### src/rtl/bcd_ctr_pkg.sv
package bcd_ctr_pkg;
  localparam int unsigned DIGIT_W   = 4;
  localparam int unsigned DIGIT_MAX = 9;

  typedef logic [DIGIT_W-1:0] digit_t;

  typedef enum logic [2:0] {
    ACT_HOLD,
    ACT_UP,
    ACT_DOWN,
    ACT_LOAD,
    ACT_CLEAR
  } ctr_act_e;
endpackage

### src/rtl/ctr_rst_sync.sv
module ctr_rst_sync #(
  parameter int unsigned STAGES = 2
) (
  input  logic clk,
  input  logic rst_n,
  output logic rst_q_n
);
  logic [STAGES-1:0] sr_q;
  logic [STAGES-1:0] sr_d;

  always_comb begin
    sr_d = {sr_q[STAGES-2:0], 1'b1};
  end

  always_ff @(posedge clk or negedge rst_n) begin
    if (!rst_n) sr_q <= '0;
    else        sr_q <= sr_d;
  end

  assign rst_q_n = sr_q[STAGES-1];
endmodule

### src/rtl/ctr_strobe_sync.sv
module ctr_strobe_sync #(
  parameter int unsigned CHANNELS = 2,
  parameter int unsigned STAGES   = 2
) (
  input  logic                clk,
  input  logic                rst_n,
  input  logic [CHANNELS-1:0] strobe_i,
  output logic [CHANNELS-1:0] level_o,
  output logic [CHANNELS-1:0] rise_o
);
  for (genvar g = 0; g < CHANNELS; g++) begin : g_ch
    logic [STAGES:0] pipe_q;
    logic [STAGES:0] pipe_d;

    always_comb begin
      pipe_d = {pipe_q[STAGES-1:0], strobe_i[g]};
    end

    // idle level of a strobe is high, so reset to ones to avoid a false edge
    always_ff @(posedge clk or negedge rst_n) begin
      if (!rst_n) pipe_q <= '1;
      else        pipe_q <= pipe_d;
    end

    assign level_o[g] = pipe_q[STAGES-1];
    assign rise_o[g]  = pipe_q[STAGES-1] & ~pipe_q[STAGES];

    // one event per strobe edge
    p_rise_once_r4: assert property (@(posedge clk) disable iff (!rst_n)
      rise_o[g] |=> !rise_o[g]);
  end
endmodule

### src/rtl/bcd_step.sv
module bcd_step
  import bcd_ctr_pkg::*;
(
  input  digit_t cur_i,
  output digit_t up_o,
  output digit_t dn_o
);
  always_comb begin
    unique case (cur_i)
      digit_t'(9):  up_o = digit_t'(0);
      digit_t'(11): up_o = digit_t'(6);
      digit_t'(13): up_o = digit_t'(4);
      digit_t'(15): up_o = digit_t'(2);
      default:      up_o = cur_i + digit_t'(1);
    endcase
    dn_o = (cur_i == '0) ? digit_t'(DIGIT_MAX) : cur_i - digit_t'(1);
  end

  always_comb begin
    if (cur_i <= digit_t'(DIGIT_MAX)) begin
      p_stay_decimal_r4: assert (up_o <= digit_t'(DIGIT_MAX) && dn_o <= digit_t'(DIGIT_MAX));
    end
    if (cur_i > digit_t'(DIGIT_MAX) && cur_i[0]) begin
      p_escape_lands_r7: assert (up_o < digit_t'(DIGIT_MAX));
    end
  end
endmodule

### src/rtl/bcd_updown_ctr.sv
module bcd_updown_ctr
  import bcd_ctr_pkg::*;
#(
  parameter int unsigned SYNC_STAGES = 2,
  parameter int unsigned RST_STAGES  = 2
) (
  input  logic         clk,
  input  logic         rst_n,
  input  logic         up_i,
  input  logic         dn_i,
  input  logic         clear_i,
  input  logic         load_n_i,
  input  logic [3:0]   preset_i,
  output logic [3:0]   count_o,
  output logic         carry_n_o,
  output logic         borrow_n_o
);
  localparam int unsigned CH_UP = 0;
  localparam int unsigned CH_DN = 1;

  logic       rst_q_n;
  logic [1:0] lvl;
  logic [1:0] rise;
  logic       up_lvl, dn_lvl, up_evt, dn_evt;
  digit_t     digit_q, digit_d, step_up, step_dn;
  ctr_act_e   act;
  logic       digit_en;

  ctr_rst_sync #(.STAGES(RST_STAGES)) u_rst (
    .clk(clk), .rst_n(rst_n), .rst_q_n(rst_q_n)
  );

  ctr_strobe_sync #(.CHANNELS(2), .STAGES(SYNC_STAGES)) u_sync (
    .clk(clk), .rst_n(rst_q_n), .strobe_i({dn_i, up_i}),
    .level_o(lvl), .rise_o(rise)
  );

  bcd_step u_step (.cur_i(digit_q), .up_o(step_up), .dn_o(step_dn));

  assign up_lvl = lvl[CH_UP];
  assign dn_lvl = lvl[CH_DN];
  assign up_evt = rise[CH_UP] & ~rise[CH_DN] & dn_lvl;
  assign dn_evt = rise[CH_DN] & ~rise[CH_UP] & up_lvl;

  always_comb begin
    if (clear_i)        act = ACT_CLEAR;
    else if (!load_n_i) act = ACT_LOAD;
    else if (up_evt)    act = ACT_UP;
    else if (dn_evt)    act = ACT_DOWN;
    else                act = ACT_HOLD;
  end

  always_comb begin
    digit_en = (act != ACT_HOLD);
    unique case (act)
      ACT_CLEAR: digit_d = '0;
      ACT_LOAD:  digit_d = preset_i;
      ACT_UP:    digit_d = step_up;
      ACT_DOWN:  digit_d = step_dn;
      default:   digit_d = digit_q;
    endcase
  end

  always_ff @(posedge clk or negedge rst_q_n) begin
    if (!rst_q_n)      digit_q <= '0;
    else if (digit_en) digit_q <= digit_d;
  end

  assign count_o    = digit_q;
  assign carry_n_o  = ~(digit_q[0] & digit_q[3] & ~up_lvl);
  assign borrow_n_o = ~((digit_q == '0) & ~dn_lvl);

  p_clear_zero_r2: assert property (@(posedge clk) disable iff (!rst_q_n)
    clear_i |=> (count_o == 4'd0 && carry_n_o));
  p_load_copy_r3: assert property (@(posedge clk) disable iff (!rst_q_n)
    (!clear_i && !load_n_i) |=> count_o == $past(preset_i));
  p_wrap_up_r4: assert property (@(posedge clk) disable iff (!rst_q_n)
    (!clear_i && load_n_i && up_evt && count_o == 4'd9) |=> count_o == 4'd0);
  p_wrap_dn_r5: assert property (@(posedge clk) disable iff (!rst_q_n)
    (!clear_i && load_n_i && dn_evt && count_o == 4'd0) |=> count_o == 4'd9);
  p_hold_r6: assert property (@(posedge clk) disable iff (!rst_q_n)
    (!clear_i && load_n_i && !up_evt && !dn_evt) |=> $stable(count_o));
  p_down_escape_r8: assert property (@(posedge clk) disable iff (!rst_q_n)
    (!clear_i && load_n_i && dn_evt && count_o > 4'd9) |=> count_o == $past(count_o) - 4'd1);
  p_carry_codes_r9: assert property (@(posedge clk) disable iff (!rst_q_n)
    !carry_n_o |-> (!up_lvl && (count_o == 4'd9 || count_o == 4'd11 ||
                                count_o == 4'd13 || count_o == 4'd15)));
  p_borrow_zero_r10: assert property (@(posedge clk) disable iff (!rst_q_n)
    !borrow_n_o |-> (count_o == 4'd0 && !dn_lvl));
endmodule

### config.mk
export PLATFORM = sky130hd
export DESIGN_NAME = bcd_updown_ctr
export DESIGN_NICKNAME = d
export VERILOG_FILES = /design/src/rtl/bcd_ctr_pkg.sv /design/src/rtl/ctr_rst_sync.sv /design/src/rtl/ctr_strobe_sync.sv /design/src/rtl/bcd_step.sv /design/src/rtl/bcd_updown_ctr.sv
export SDC_FILE = /design/constraint.sdc
export NUM_CORES = 1
export LEC_CHECK = 0
export BUFFER_PORTS_ARGS = -buffer_cell sky130_fd_sc_hd__buf_2
export CORE_MARGIN = 5
export CORE_UTILIZATION = 45
export DETAILED_ROUTE_END_ITERATION = 12
export MAX_ROUTING_LAYER = met4
export PLACE_DENSITY = 0.79
export SYNTH_ARGS = -nofsm -noshare
export SYNTH_HDL_FRONTEND = slang
export SYNTH_HIERARCHICAL = 1
export SYNTH_SLANG_ARGS = --single-unit
### constraint.sdc
create_clock -name clk -period 1.75 [get_ports clk]
set_input_delay 0.175 -clock clk [delete_from_list [all_inputs] [get_ports clk]]
set_output_delay 0.175 -clock clk [all_outputs]
set_load 0.05 [all_outputs]
==> impl_metrics.csv, run 1 <==
group,metric,value,unit
pwr,p_leak,0.000419,uW
drt,num_vias,608,
grt,grt_overflow,0,
floorplan,core_area,0.00154,sq mm
drt,routed_wl,1460,microns
sta,max_freq,574,MHz
sta,finClkSkew,10.6,ps
drt,dr.pass1.iters,4,
pwr,powerDensity,702,mW/mm^2
layout,post-route-util,0.626,
floorplan,die_x,50.9,microns
grt,grt_pass1_vias,571,
drt,remaining_drc_errors,0,
synthesis,synth_top_family_by_area,"simple AND/OR/NAND/NOR gates",
setup_path,critPathKind,"reg -> reg",
sta,rsz0062_at_grt,"yes",
synthesis,ys_seq_elements,12,
layout,n_fill_cell,131,
drt,drt_iter0_markers,10,
clocking,clk_latency,270,ps
clocking,cts_buffer_depth,2,
outcome,outcome,"completed",
sta,timing.hold.ws,146,ps
drt,drtAntennaViolNets,0,
grt,grt_pass1_wl,2530,microns
setup_path,crit_chain,"inv_6, ha_4, nand2_2, a22o_1, and2_1, a32o_1, a221o_1",
floorplan,rows,14,
synthesis,synth-simple-area-share,0.250,
setup_path,end_kind,"flip-flop",
clocking,clockRootBuffer,"clkbuf_4",
synthesis,yosysSeqAreaShare,0.408,
clocking,cts.clk_slew.worst_paths,70,ps
clocking,cts_tree,"built",
floorplan,die_area,0.00260,sq mm
setup_path,arrival,1900,ps
setup_path,required,1910,ps
placed_design,io_buffers,15,
setup_path,slowest_stage,"dfrtp_4",
drt,viasPerCell,5.74,
synthesis,synth_compound_area_frac,0.212,
sta,hold_viol_final,0,
worst_hold_path,hold_class,"reg -> async",
drt,wire_per_inst,13.8,microns
layout,nNetsFinal,105,
sta,setup_tns,0,ps
synthesis,yosys_warnings,6,
clocking,cts_max_level,1,
placed_design,dp.final_hpwl,1130,microns
sta,final.period_utilization,0.996,
clocking,cts.sinks,12,
synthesis,synthXorXnorAreaFrac,0,
synthesis,syn_area_per_cell,11.1,sq um
setup_path,start_kind,"flip-flop",
placed_design,gp_congestion,0.795,
floorplan,initial_core_util,0.489,
grt,grt_usage,0.130,
flow_run,drv_cap,0,
synthesis,synth_mux_area_frac,0.0133,
grt,grt_max_degree,14,
pwr,max-vdd-ir-drop,0.496,mV
synthesis,synthCells,68,
layout,fin_cells,106,
clocking,cts_buffers,3,
setup_path,critPathMaxFanout,8,
layout,final_layout_size_suffix_gt1_frac,0.478,
placed_design,place_inst,99,
sta,slew_viol_final,0,
grt,antenna_found_initial,0,
synthesis,synth_cell_types,33,
pwr,power,677,uW
floorplan,die_h,50.9,microns
synthesis,synth_nets,82,
sta,period_minus_slack,1740,ps
floorplan,io_pins,16,
layout,syn_to_final_growth,27.9,%
sta,setup_viol,0,
synthesis,syn_area,754,sq um
layout,diodes,0,
synthesis,synth_fa_ha_area_frac,0.0663,
setup_path,cp_slowest_stage_delay,540,ps
synthesized netlist by cell type:
master     number  area share
o21a_1          1       0.010
nor2b_2         1       0.012
mux2i_1         1       0.013
nand3_1         1      0.0066
a22o_1          1       0.012
dfrtp_1         6        0.20
nand2b_1        1      0.0083
a2111oi_4       1       0.036
a21o_1          1       0.010
a221o_1         4       0.053
nand3b_1        1       0.010
dfstp_2         6        0.21
nor2b_1         2       0.017
nand2_1         2       0.010
and2b_1         1       0.010
o311a_1         1       0.013
and3b_4         1       0.017
inv_1           3       0.015
ha_1            4       0.066
o21ai_0         1      0.0066
and2_1          5       0.041
nand4b_1        1       0.012
nor2_1          6       0.030
a21oi_1         1      0.0066
buf_4           3       0.030
or2b_1          1       0.010
or3b_1          1       0.012
nor3_1          1      0.0066
or4b_1          1       0.013
o22a_1          1       0.012
conb_1          1      0.0050
nor2b_4         2       0.036
a32o_1          4       0.053
state kept, by name, indices dropped and copies added, names as in the netlist:
name                cells
u_rst/sr_q              2
count_o                 4
u_sync/g_ch.pipe_q      6
final cells by class:
cell class / count / area, sq um / share of cell area
clock buffer: 4 / 26.3 / 0.0272
inverter: 3 / 18.8 / 0.0195
multi-input combinational: 50 / 454 / 0.471
sequential: 12 / 318 / 0.329
tap: 16 / 20.0 / 0.0208
timing repair buffer: 21 / 128 / 0.132
layer usage:
metal  wire, microns  global-route usage
met5               0                   -
met4               4              0.0255
met3             114              0.0552
met2             686               0.202
met1             655               0.158
critical path, delay by kind of cell (launching register included):
kind	cells	cell delay [ps]
adder cells (fa/ha/maj)	1	130
buffers and inverters	1	100
flip-flops	1	540
AO/OA/AOI/OAI	3	650
AND/OR/NAND/NOR	2	200
cell usage in the layout (no fill, tap or decap), types with 2 or more instances in the layout:
master | Yosys | routed
buf_4 | 3 | 3
a32o_1 | 4 | 3
dfstp_2 | 6 | 6
and2_1 | 5 | 5
dfrtp_1 | 6 | 2
dfrtp_2 | 0 | 2
nor2b_1 | 2 | 2
dlygate4sd3_1 | 0 | 3
nor2b_4 | 2 | 2
buf_2 | 0 | 15
nor2_1 | 6 | 6
ha_4 | 0 | 3
clkbuf_4 | 0 | 3
dfrtp_4 | 0 | 2
a221o_1 | 4 | 4
cells by family (layout without fill, tap and decap cells):
family | count (synthesis) | after routing
multiplexers | 1 | 1
adder cells (fa/ha/maj) | 4 | 4
AND/OR/NAND/NOR | 28 | 28
other | 1 | 1
AO/OA/AOI/OAI | 16 | 16
flip-flops | 12 | 12
buffers and inverters | 6 | 28
report_power, final:
group	total (uW)	switching, uW	internal (uW)
registers	333	31.0	302
logic	175	93.3	81.3
clock network	169	81.2	88.0
total	677	205	471
through the flow:
step | setup WS (ps) | area (sq um)
2_1_floorplan | -11.3 | 810
6_report | 7.78 | 965
3_3_place_gp | 47.7 | 905
3_5_place_dp | 22.8 | 905
4_1_cts | 7.01 | 961
5_1_grt | -51.0 | 965
final timing paths:
kind	endpoint	cells after the start	from	slack, ps
max	count_o[1]	7	count_o[1]	8
max in group asynchronous	u_sync/g_ch[1].pipe_q[1]	0	u_rst/sr_q[1]	1280
min	count_o[1]	0	u_rst/sr_q[1]	150
min reg2reg	count_o[1]	0	u_rst/sr_q[1]	150
min in group clk	count_o[2]	3	preset_i[2]	230
max reg2reg	count_o[1]	7	count_o[1]	8
what timing repair did:
action | CTS | global route
setup endpoints to repair | 0 | 3
setup buffers | 0 | 0
gates resized for setup | 0 | 2
hold buffers | 3 | 0
hold endpoints to repair | 4 | 0
Power figures use the tool's default switching activity.
==> run 2, diff against run 1 <==
Settings changed: CELL_PAD_IN_SITES_DETAIL_PLACEMENT set to 0, CELL_PAD_IN_SITES_GLOBAL_PLACEMENT set to 1, CORE_UTILIZATION 45 to 43, PLACE_DENSITY 0.79 to 0.91.
==> run 2 against run 1 <==
Against the previous run: the run now ends with negative setup slack left; die area grew 3.7%; sequential power barely moved; clock power grew 30%; first-iteration DRC count grew 40%; clock skew rose by 2.8 ps; final cell count grew 1.9%; highest routed layer unchanged; core utilization decreased by 4.3 points; maximum frequency fell by 0.60%; design area is 2.1% higher.
==> impl_metrics.csv, run 2 (synthesis results as in run 1) <==
group,metric,value,unit
drt,dr.pass1.iters,4,
setup_path,reg2reg_depth,6,
grt,grt_usage,0.139,
clocking,cts.sinks,12,
outcome,outcome,"complete, but fails checks",
drt,routed_wl,1630,microns
drt,num_vias,615,
drt,viasPerCell,5.69,
setup_path,required,1920,ps
layout,syn_to_final_growth,30.5,%
sta,setup_slack,-2.66,ps
floorplan,die_h,51.9,microns
setup_path,start_kind,"flip-flop",
clocking,cts_buffer_depth,2,
floorplan,core_area,0.00169,sq mm
layout,largest_reg_flops,6,
grt,grt_overflow,0,
sta,setup_viol,1,
sta,finClkSkew,13.4,ps
setup_path,r2r-start,"count_o[1]",
sta,max_freq,571,MHz
placed_design,dp.final_hpwl,1170,microns
setup_path,end_kind,"flip-flop",
layout,final_common_cell,"buf_2",
sta,rsz0062_at_grt,"yes",
layout,layout_common_cells,"buf_2 (15), nor2_1 (6), dfstp_2 (6)",
pwr,power,736,uW
drt,wire_per_inst,15.0,microns
placed_design,io_buffers,15,
drt,drt_iter0_markers,14,
sta,slew_viol_final,0,
drt,drtAntennaViolNets,0,
placed_design,dpl-instance-area,898,sq um
setup_path,startpoint,"count_o[1]",
floorplan,die_x,51.9,microns
grt,grt_pass1_vias,573,
grt,antenna_found_initial,0,
pwr,p_leak,0.000426,uW
worst_hold_path,hold_class,"reg -> async",
setup_path,regToRegSetupSlack,-3,ps
layout,largest_register,"u_sync/g_ch.pipe_q",
flow_run,drv_cap,0,
clocking,cts.clk_slew.worst_paths,80,ps
grt,grt_pass1_wl,2610,microns
pwr,p_sw,222,uW
clocking,clockRootBuffer,"clkbuf_4",
layout,final_cell_area,985,sq um
clocking,cts_max_level,1,
setup_path,crit_chain,"inv_6, ha_4, a22o_1, and2_4, a32o_1, a221o_1",
pwr,max-vdd-ir-drop,0.661,mV
clocking,cts_buffers,3,
sta,final.period_utilization,1.00,
floorplan,initial_core_util,0.447,
placed_design,gp_congestion,0.848,
pwr,intPower,514,uW
drt,remaining_drc_errors,0,
setup_path,cp_slowest_stage_delay,530,ps
layout,diodes,0,
setup_path,critPathKind,"reg -> reg",
setup_path,slowest_stage,"dfrtp_4",
setup_path,critPathMaxFanout,4,
layout,post-route-util,0.583,
pwr,power_frac_clock,0.299,
sta,period_minus_slack,1750,ps
layout,nNetsFinal,106,
sta,hold_viol_final,0,
pwr,pwr-share-comb,0.250,
pwr,p_sw_frac,0.301,
pwr,power_frac_seq,0.451,
setup_path,arrival,1920,ps
grt,grt_max_degree,14,
floorplan,rows,15,
setup_path,r2r_end,"count_o[1]",
outcome,violations,"negative setup slack",
placed_design,preCtsSetupSlack,0.0417,ps
layout,final_layout_size_suffix_gt1_frac,0.495,
floorplan,die_area,0.00269,sq mm
clocking,cts_tree,"built",
pwr,powerDensity,747,mW/mm^2
floorplan,io_pins,16,
clocking,clk_latency,280,ps
setup_path,endpoint,"count_o[1]",
[run 2: changes by cell type in the layout (fill, tap and decap cells not counted)]
cell      change
buf_4         +1
a32o_1        +1
and2_4        +1
and2_1        -1
clkbuf_8      +1
clkbuf_1      -1
a32o_2        -1
[run 2: per-stage QoR]
stage               hold slack [ps]  TNS, ps  std cells
finish                          144    -2.66        108
global route                    188    -68.6        108
CTS                             167        0        107
detailed placement            -38.6        0         99
global placement              -38.8    -8.32         99
floorplan                      -121    -11.3         68
[run 2: worst min path at each step]
stage,slack [ps],end,cells after the start
6_report,140,count_o[1],0
5_1_grt,190,u_rst/sr_q[0],2
4_1_cts,170,count_o[1],0
3_5_place_dp,-40,u_rst/sr_q[0],1
3_3_place_gp,-40,u_rst/sr_q[0],1
2_1_floorplan,-120,u_rst/sr_q[0],0
[run 2: worst max-delay path, delay by kind of cell (launching register included)]
family          cells  cell delay [ps]
compound gates      3              670
fa+ha+maj           1              190
buf+inv             1               90
flops               1              530
simple gates        1              150
[run 2: power by group through the flow]
| stage | Combinational, uW | Sequential, uW | Clock [uW] |
|---|---|---|---|
| final | 184 | 332 | 220 |
| after global routing | 199 | 336 | 249 |
| after CTS | 178 | 333 | 228 |
| after detailed placement | 168 | 339 | 0 |
| after global placement | 166 | 338 | 0 |
| after floorplan | 105 | 355 | 0 |
[run 2: per-layer routing]
| layer | vias to the layer above | wire [microns] | track usage |
|---|---|---|---|
| met2 | 20 | 749 | 0.215 |
| met4 | 0 | 18 | 0.0393 |
| li1 | 294 | - | - |
| met1 | 297 | 706 | 0.167 |
| met3 | 4 | 150 | 0.0573 |
| met5 | - | 0 | - |
[run 2: area by class of cell]
cell class              count  area, sq um
multi-input cells          50          455
repair buffers             22          135
clock buffers               4         36.3
fillers                   153          704
flip-flops and latches     12          318
well taps                  17         21.3
inverters                   3         18.8
[run 2: repair_timing]
action,CTS,global route
pin swaps,0,9
gates resized for setup,0,2
endpoints found under the setup margin,1,3
hold buffers,3,0
setup buffers,1,1
hold endpoints to repair,4,0
==> run 3, diff against run 2 <==
Settings changed: CORE_UTILIZATION 43 to 45, CTS_BUF_LIST set to sky130_fd_sc_hd__clkbuf_2, PLACE_DENSITY 0.91 to 0.94.
==> run 3 against run 2 <==
Against the previous run: combinational power about the same; total power decreased by 10%; the run still ends with negative setup slack left; maximum frequency decreased by 0.31%; critical path depth unchanged; worst hold slack improved by 27 ps; clock skew decreased by 9.0 ps.
==> impl_metrics.csv, run 3 (synthesis results as in run 1) <==
group,metric,value,unit
outcome,outcome,"complete, but fails checks",
outcome,violations,"negative setup slack",
placed_design,dpl-instance-area,897,sq um
layout,largest_register,"u_sync/g_ch.pipe_q",
grt,grt_max_degree,14,
clocking,cts.clk_slew.worst_paths,120,ps
grt,grt_overflow,0,
setup_path,slowest_stage,"dfrtp_4",
layout,nNetsFinal,106,
sta,setup_tns,-8.18,ps
drt,routed_wl,1640,microns
setup_path,critical_path.top_delay_family,"compound AO/OA/AOI/OAI gates",
floorplan,initial_core_util,0.489,
setup_path,arrival,1920,ps
sta,finClkSkew,4.35,ps
sta,setup_viol,1,
pwr,powerDensity,684,mW/mm^2
pwr,max-vdd-ir-drop,0.510,mV
layout,final_cell_area,965,sq um
placed_design,preCtsSetupSlack,-3.17,ps
placed_design,dp.final_hpwl,1230,microns
floorplan,die_h,50.9,microns
layout,layout_common_cells,"buf_2 (15), dfstp_2 (6), nor2_1 (5), and2_1 (5)",
sta,timing.hold.ws,172,ps
drt,remaining_drc_errors,0,
setup_path,critPathMaxFanout,7,
sta,rsz0062_at_grt,"yes",
clocking,cts_buffer_depth,2,
grt,antenna_found_initial,0,
floorplan,die_x,50.9,microns
floorplan,die_area,0.00260,sq mm
sta,period_minus_slack,1760,ps
setup_path,crit_chain,"inv_4, ha_4, a22o_1, and2_1, a32o_1, a221o_1",
grt,grt_pass1_wl,2780,microns
drt,dr.pass1.iters,4,
clocking,cts_tree,"built",
worst_hold_path,hold_class,"reg -> async",
clocking,cts_max_level,1,
layout,largest_reg_flops,6,
clocking,clk_latency,260,ps
sta,hold_viol_final,0,
layout,final_common_cell,"buf_2",
floorplan,io_pins,16,
flow_run,drv_cap,0,
drt,viasPerCell,5.64,
drt,drtAntennaViolNets,0,
setup_path,cp_slowest_stage_delay,560,ps
clocking,cts.sinks,12,
drt,num_vias,603,
sta,max_freq,569,MHz
setup_path,required,1910,ps
layout,diodes,0,
clocking,clockRootBuffer,"clkbuf_2",
floorplan,core_area,0.00154,sq mm
placed_design,gp_congestion,0.776,
drt,drt_iter0_markers,5,
setup_path,crit_buf_inv,1,
setup_path,end_kind,"flip-flop",
sta,final.period_utilization,1.00,
setup_path,start_kind,"flip-flop",
sta,setup_slack,-8.18,ps
setup_path,critPathKind,"reg -> reg",
layout,n_fill_cell,134,
floorplan,rows,14,
placed_design,io_buffers,15,
drt,wire_per_inst,15.4,microns
pwr,p_leak,0.000422,uW
pwr,power,659,uW
layout,final_layout_size_suffix_gt1_frac,0.495,
layout,syn_to_final_growth,27.9,%
grt,grt_pass1_vias,593,
sta,slew_viol_final,0,
grt,grt_usage,0.145,
clocking,cts_buffers,3,
-- run 3: cell count changes in the layout (fill, tap and decap cells not counted), sizes merged --
cell	before	now
clkinv	0	1
clkbuf	4	3
-- run 3: final cells by class --
cell class / count / area (sq um) / share of cell area
clock buffers: 3 / 15.0 / 0.0156
inverters: 3 / 16.3 / 0.0169
flip-flops and latches: 12 / 318 / 0.329
multi-input cells: 50 / 457 / 0.473
repair buffers: 22 / 135 / 0.140
clock inverters: 1 / 3.75 / 0.00389
well taps: 16 / 20.0 / 0.0208
-- run 3: worst paths after layout --
kind	startpoint	end	slack (ps)	depth (start not counted)
min in group clk	preset_i[3]	count_o[3]	240	3
max in group asynchronous	u_rst/sr_q[1]	u_sync/g_ch[1].pipe_q[1]	1250	0
max	count_o[0]	count_o[1]	-8	6
min	u_rst/sr_q[1]	count_o[0]	170	0
min reg2reg	u_rst/sr_q[1]	count_o[0]	170	0
max reg2reg	count_o[0]	count_o[1]	-8	6
-- run 3: report_power, final --
part / internal [uW] / switching (uW) / total (uW)
combinational: 84.7 / 96.6 / 181
clock: 49.6 / 94.7 / 144
sequential: 302 / 31.8 / 334
total: 436 / 223 / 659
-- run 3: timing repair --
action / CTS / global route
pin swaps: 3 / 6
hold buffers: 3 / 0
cloned: 0 / 0
setup buffers: 2 / 0
endpoints found under the setup margin: 1 / 4
hold endpoints to repair: 4 / 0
gates resized for setup: 0 / 2
-- run 3: routing by layer --
layer | part of all wire | global-route usage
met5 | 0 | -
met4 | 0.011 | 0.0511
met3 | 0.071 | 0.0407
met2 | 0.45 | 0.205
met1 | 0.47 | 0.196
-- run 3: metrics by stage --
step | std cells | util
after global routing | 107 | 0.626
after global placement | 98 | 0.582
after CTS | 107 | 0.623
after floorplan | 68 | -
final | 107 | 0.626
after detailed placement | 98 | 0.582
